File: src/rtl/bps_pkg.sv
package bps_pkg;
    parameter int DATA_W = 8;
    parameter int NBUF   = 4;
    localparam int IDX_W = $clog2(NBUF);
    localparam logic [IDX_W-1:0] LAST_IDX = IDX_W'(NBUF - 1);

    typedef enum logic [1:0] {
        PM_SINGLE = 2'b00,
        PM_SEQ    = 2'b01,
        PM_ADDR   = 2'b10,
        PM_OFF    = 2'b11
    } port_mode_e;

    typedef enum logic [1:0] {
        IM_NONE  = 2'b00,
        IM_EVERY = 2'b01,
        IM_RSVD  = 2'b10,
        IM_LAST  = 2'b11
    } irq_mode_e;

    typedef struct packed {
        logic              wr_done;
        logic              rd_done;
        logic [IDX_W-1:0]  wr_idx;
        logic [IDX_W-1:0]  rd_idx;
        logic [IDX_W-1:0]  addr;
        logic [DATA_W-1:0] wdata;
    } host_evt_t;

    function automatic logic irq_fire(port_mode_e m, irq_mode_e im, host_evt_t e);
        logic any;
        any = e.wr_done | e.rd_done;
        case (im)
            IM_EVERY: irq_fire = any;
            IM_LAST: begin
                if (m == PM_SEQ)
                    irq_fire = (e.wr_done && e.wr_idx == LAST_IDX) ||
                               (e.rd_done && e.rd_idx == LAST_IDX);
                else if (m == PM_ADDR)
                    irq_fire = any && (e.addr == LAST_IDX);
                else
                    irq_fire = 1'b0;
            end
            default: irq_fire = 1'b0;
        endcase
    endfunction
endpackage

File: src/rtl/strobe_sync.sv
module strobe_sync #(
    parameter int STAGES = 2
) (
    input  logic clk,
    input  logic rst,
    input  logic async_n,
    output logic level_n,
    output logic rise
);
    logic [STAGES-1:0] sh;
    logic              prev;

    always_ff @(posedge clk) begin
        if (rst) begin
            sh   <= '1;
            prev <= 1'b1;
        end else begin
            sh   <= {sh[STAGES-2:0], async_n};
            prev <= sh[STAGES-1];
        end
    end

    assign level_n = sh[STAGES-1];
    assign rise    = sh[STAGES-1] & ~prev;
endmodule

File: src/rtl/buf_bank.sv
module buf_bank
    import bps_pkg::*;
(
    input  logic              clk,
    input  logic              rst,
    input  host_evt_t         evt,
    input  logic [IDX_W-1:0]  rd_sel,
    output logic [DATA_W-1:0] dout,
    input  logic              loc_wr_en,
    input  logic [IDX_W-1:0]  loc_wr_idx,
    input  logic [DATA_W-1:0] loc_wr_data,
    input  logic              loc_rd_en,
    input  logic [IDX_W-1:0]  loc_rd_idx,
    output logic [DATA_W-1:0] loc_rd_data,
    input  logic              loc_clr_err,
    output logic [NBUF-1:0]   in_full,
    output logic [NBUF-1:0]   out_empty,
    output logic              ovf,
    output logic              unf
);
    logic [DATA_W-1:0] wbuf [NBUF];
    logic [DATA_W-1:0] rbuf [NBUF];

    always_ff @(posedge clk) begin
        if (rst) begin
            for (int i = 0; i < NBUF; i++) begin
                wbuf[i] <= '0;
                rbuf[i] <= '0;
            end
            in_full   <= '0;
            out_empty <= '1;
            ovf       <= 1'b0;
            unf       <= 1'b0;
        end else begin
            // local side first; host events below take priority
            if (loc_rd_en) in_full[loc_rd_idx] <= 1'b0;
            if (loc_wr_en) begin
                rbuf[loc_wr_idx]      <= loc_wr_data;
                out_empty[loc_wr_idx] <= 1'b0;
            end
            if (loc_clr_err) begin
                ovf <= 1'b0;
                unf <= 1'b0;
            end
            if (evt.wr_done) begin
                if (in_full[evt.wr_idx]) begin
                    ovf <= 1'b1;
                end else begin
                    wbuf[evt.wr_idx]    <= evt.wdata;
                    in_full[evt.wr_idx] <= 1'b1;
                end
            end
            if (evt.rd_done) begin
                if (out_empty[evt.rd_idx]) unf <= 1'b1;
                out_empty[evt.rd_idx] <= 1'b1;
            end
        end
    end

    assign dout        = rbuf[rd_sel];
    assign loc_rd_data = wbuf[loc_rd_idx];
endmodule

File: src/rtl/byte_port_slave.sv
module byte_port_slave
    import bps_pkg::*;
#(
    parameter int SYNC_STAGES = 2
) (
    input  logic              clk,
    input  logic              rst,
    input  logic [1:0]        cfg_mode,
    input  logic [1:0]        cfg_irq,
    input  logic              host_cs_n,
    input  logic              host_rd_n,
    input  logic              host_wr_n,
    input  logic [IDX_W-1:0]  host_addr,
    input  logic [DATA_W-1:0] host_din,
    output logic [DATA_W-1:0] host_dout,
    output logic              host_doe,
    input  logic              loc_wr_en,
    input  logic [IDX_W-1:0]  loc_wr_idx,
    input  logic [DATA_W-1:0] loc_wr_data,
    input  logic              loc_rd_en,
    input  logic [IDX_W-1:0]  loc_rd_idx,
    output logic [DATA_W-1:0] loc_rd_data,
    input  logic              loc_clr_err,
    output logic [NBUF-1:0]   in_full,
    output logic [NBUF-1:0]   out_empty,
    output logic              ovf,
    output logic              unf,
    output logic              irq
);
    localparam int NSIG = 3;   // 2: chip select, 1: read, 0: write

    port_mode_e       mode;
    irq_mode_e        imode;
    logic [NSIG-1:0]  raw_n, lvl_n, rise;
    logic             active, cs_on;
    logic [IDX_W-1:0] wr_ptr, rd_ptr, wr_sel, rd_sel;
    host_evt_t        evt;

    assign mode   = port_mode_e'(cfg_mode);
    assign imode  = irq_mode_e'(cfg_irq);
    assign active = (mode != PM_OFF);
    assign raw_n  = {host_cs_n, host_rd_n, host_wr_n};

    for (genvar g = 0; g < NSIG; g++) begin : g_sync
        strobe_sync #(.STAGES(SYNC_STAGES)) u_sync (
            .clk     (clk),
            .rst     (rst),
            .async_n (raw_n[g]),
            .level_n (lvl_n[g]),
            .rise    (rise[g])
        );
    end

    assign cs_on = ~lvl_n[2];

    always_comb begin
        case (mode)
            PM_SEQ:  begin wr_sel = wr_ptr;    rd_sel = rd_ptr;    end
            PM_ADDR: begin wr_sel = host_addr; rd_sel = host_addr; end
            default: begin wr_sel = '0;        rd_sel = '0;        end
        endcase
    end

    always_comb begin
        evt.wr_done = rise[0] & cs_on & active;
        evt.rd_done = rise[1] & cs_on & active;
        evt.wr_idx  = wr_sel;
        evt.rd_idx  = rd_sel;
        evt.addr    = host_addr;
        evt.wdata   = host_din;
    end

    always_ff @(posedge clk) begin
        if (rst) begin
            wr_ptr <= '0;
            rd_ptr <= '0;
            irq    <= 1'b0;
        end else begin
            if (mode == PM_SEQ && evt.wr_done) wr_ptr <= wr_ptr + 1'b1;
            if (mode == PM_SEQ && evt.rd_done) rd_ptr <= rd_ptr + 1'b1;
            irq <= irq_fire(mode, imode, evt);
        end
    end

    assign host_doe = active & ~host_cs_n & ~host_rd_n;

    buf_bank u_bank (
        .clk         (clk),
        .rst         (rst),
        .evt         (evt),
        .rd_sel      (rd_sel),
        .dout        (host_dout),
        .loc_wr_en   (loc_wr_en),
        .loc_wr_idx  (loc_wr_idx),
        .loc_wr_data (loc_wr_data),
        .loc_rd_en   (loc_rd_en),
        .loc_rd_idx  (loc_rd_idx),
        .loc_rd_data (loc_rd_data),
        .loc_clr_err (loc_clr_err),
        .in_full     (in_full),
        .out_empty   (out_empty),
        .ovf         (ovf),
        .unf         (unf)
    );
endmodule

File: config.mk
export PLATFORM = sky130hd
export DESIGN_NAME = byte_port_slave
export DESIGN_NICKNAME = d
export VERILOG_FILES = /design/src/rtl/bps_pkg.sv /design/src/rtl/strobe_sync.sv /design/src/rtl/buf_bank.sv /design/src/rtl/byte_port_slave.sv
export SDC_FILE = /design/constraint.sdc
export NUM_CORES = 1
export LEC_CHECK = 0
export BUFFER_PORTS_ARGS = -buffer_cell sky130_fd_sc_hd__buf_2
export CORE_MARGIN = 4
export CORE_UTILIZATION = 50
export CTS_CLUSTER_DIAMETER = 80
export DETAILED_ROUTE_END_ITERATION = 8
export GPL_TIMING_DRIVEN = 0
export PLACE_DENSITY = 0.81
export SETUP_SLACK_MARGIN = 0.15
export SLEW_MARGIN = 20
export SYNTH_ARGS = -nofsm -noshare
export SYNTH_HDL_FRONTEND = slang
export SYNTH_SLANG_ARGS = --single-unit
File: constraint.sdc
create_clock -name clk -period 3.1 [get_ports clk]
set_input_delay 0.465 -clock clk [delete_from_list [all_inputs] [get_ports clk]]
set_output_delay 0.465 -clock clk [all_outputs]
set_load 0.01 [all_outputs]
==> metrics.md <==
| Metric | Value |
|---|---|
| Hold_sp | `host_wr_n` |
| Worst VDD drop | `308.6 µV` |
| Final ANT Viol Nets | `0` |
| Clock latency on the worst-skew pair | `0.36 ns` |
| CTS Sinks | `87` |
| Most frequent cells in the layout | `buf_2, edfxtp_1, nor2_1` |
| Io pins | `62` |
| Area leader, netlist | `edfxtp_1` |
| Fin Setup TNS | `0 ns` |
| DR vias | `between 2,000 and 3,000` |
| Yosys reg bits | `87` |
| Relative slew slack | `38.40%` |
| Initial Utilization | `51.87%` |
| CP Launch Type | `input port` |
| Asr flop ratio synth | `0%` |
| Routed wire per std cell | `17.52 µm` |
| Mapped Nets | `380` |
| Final worst-path cycle share | `87.04%` |
| Num rows | `32` |
| CP Class | `input port to flop` |
| Die Ht | `98 µm` |
| Share of layout cells above drive strength 1 | `29.12%` |
| Number of global-route vias before repair | `2,982` |
| CTS H-tree lvls | `3` |
| RSZ-0062 raised after global routing | `false` |
| Syn_area_per_cell | `11.81 µm²` |
| MaxCap Viol Count | `0` |
| Post-Syn Area | `4050 µm²` |
| YS warnings | `0` |
| Placer Congestion | `0.8014` |
| Post-CTS Hold Buffers | `0` |
| CTS Root Cell | `clkbuf_8` |
| Clock transition at path regs | `0.09 ns` |
| Critical path launch point | `cfg_mode[0]` |
| Post-synth EDFFs | `64` |
| Residual DRC | `0` |
| Hold Path Class | `input port to flop` |
| Pin count of the biggest net entering global routing | `18` |
| Synth top area share | `47.45%` |
| Setup-failing EPs final | `0` |
| Outcome | `finished clean` |
| Seq/Total Area, Yosys | `58.82%` |
| Worst slew pin tran | `0.9222 ns` |
| Critical Path Fanout Max | `10` |
| Grt ovf | `0` |
| Final Critical Period | `2.698 ns` |
| Achievable Freq | `370.6 MHz` |
| Fillcell total | `649` |
| Antenna violations before repair | `0` |
| Static Leak | `1.782 nW` |
| Final Max Tran Viols | `0` |
| CTS Buffer Depth | `2` |
| Yosys cell types | `57` |
| Crit end category | `flop` |
| Post-CTS sizing | `0` |
| Clock Skew | `0.008149 ns` |
| Synth area leaders | `edfxtp_1, dfxtp_1, nor2_1, mux4_2, nand2_1` |
| CTS tree | `yes` |
| Layout net count | `451` |
| Core Area | `roughly 7800 µm²` |
| Setup Fix Bufs, Post-CTS | `0` |
| Die ar. | `around 9600 µm²` |
| Cell count after synthesis | `around 340` |
| Post-Route WL | `9129 µm` |
| DR pass1 iterations | `5` |
| PD cells | `494.5 nW/µm²` |
| Fin. Hold Viols | `0` |
| Global-route wire length before repair | `14,870 µm` |
| Fin Hold WS | `just under 0.3 ns` |
| Global-route usage over all layers | `between 15 and 20%` |
| CTS Buf Count | `9` |
| Top FF cell, synth | `edfxtp_1` |
| Antenna diode count | `0` |
| Drt via density | `5.620` |
| Syn-to-layout area delta | `15.17%` |
| DR iter-0 viols | `136` |
| PortBufs | `60` |
| Data arrival, critical path | `2.69 ns` |
| Reg-to-Reg Start | `g_sync[2].u_sync.sh[1]` |
| DIE WIDTH | `98 µm` |
| Req. time, crit path | `3.09 ns` |
| HPWL Detailed | `roughly 6500 µm` |
==> state kept, by name, indices dropped and copies added, names as in the netlist <==
name	cells
g_sync.u_sync.prev	2
g_sync.u_sync.sh	6
irq	1
rd_ptr	2
u_bank.in_full	4
u_bank.out_empty	4
u_bank.ovf	1
u_bank.rbuf	32
u_bank.unf	1
u_bank.wbuf	32
wr_ptr	2
==> routing by layer <==
layer | wire, µm | global-route usage [%] | vias up
met3 | 625 | 3.429 | 16
met1 | 3602 | 24.32 | 1381
met5 | 0 | 0 | -
met4 | 189 | 8.520 | 0
met2 | 4712 | 34.61 | 123
li1 | - | - | 1408
==> per-stage QoR <==
stage	cells	util [%]	area, µm²	power (mW)	worst slack [ns]
detailed placement	505	57.36	4478	1.580	0.02816
global route	521	59.74	4664	2.396	0.2698
CTS	521	59.74	4664	2.320	0.4096
floorplan	343	-	4050	1.484	0.5692
global placement	505	57.36	4478	1.570	0.09316
finish	521	59.74	4664	2.307	0.4018
==> cell type report <==
class	instances	area, µm²	area share, %
Sequential cell	87	2382	51.07
Multi-Input combinational cell	223	1501	32.19
Timing Repair Buffer	60	300.3	6.438
Tap cell	102	127.6	2.736
Clock buffer	9	123.9	2.656
Buffer	19	113.9	2.441
Clock inverter	7	62.56	1.341
Inverter	14	52.55	1.127
==> Yosys cell counts, types with 4 or more instances <==
cell / instances
nand2_1: 38
nand3b_1: 5
xor2_1: 4
inv_1: 14
nor3_1: 15
edfxtp_1: 64
nand3_1: 8
o22a_1: 8
clkbuf_1: 9
a21oi_1: 5
or2_2: 9
nor2_1: 49
buf_2: 4
a31oi_1: 9
dfxtp_1: 23
nand2b_1: 7
nor4_1: 10
mux4_2: 8
==> worst max-delay path, cell delays in order <==
cell and delay (ns):
buf_2 0.11, inv_1 0.04, ha_1 0.32, clkbuf_1 0.29, a21o_1 0.27, a32o_1 0.21
buf_6 0.14, buf_8 0.15, o21bai_1 0.69
==> path summary, 6_finish.rpt <==
| check | to | slack [ns] | depth (start not counted) |
|---|---|---|---|
| setup / recovery | u_bank.wbuf[3][6] | 0.40 | 9 |
| hold / removal | g_sync[0].u_sync.sh[0] | 0.29 | 2 |
| hold reg to reg | g_sync[2].u_sync.sh[1] | 0.41 | 1 |
| setup reg to reg | u_bank.wbuf[3][6] | 0.64 | 3 |
==> where the power goes <==
part | total (mW) | leakage (nW) | internal, mW | switching, mW
clock network | 0.753 | 0.0863 | 0.308 | 0.445
logic | 0.234 | 0.862 | 0.0920 | 0.142
registers | 1.32 | 0.834 | 1.30 | 0.0189
==> cell families (layout without fill, tap and decap cells) <==
logic type               Yosys count  count (layout)  share of synthesized area (%)
AO/OA/AOI/OAI                     49              49                          10.75
XOR/XNOR                           4               4                         0.8649
adder cells (fa/ha/maj)            3               3                         0.9269
buffers and inverters             33             109                          4.109
flip-flops                        87              87                          58.82
multiplexers                       9               9                          4.696
AND/OR/NAND/NOR                  158             158                          19.83
(Power assumes the default switching activity.)
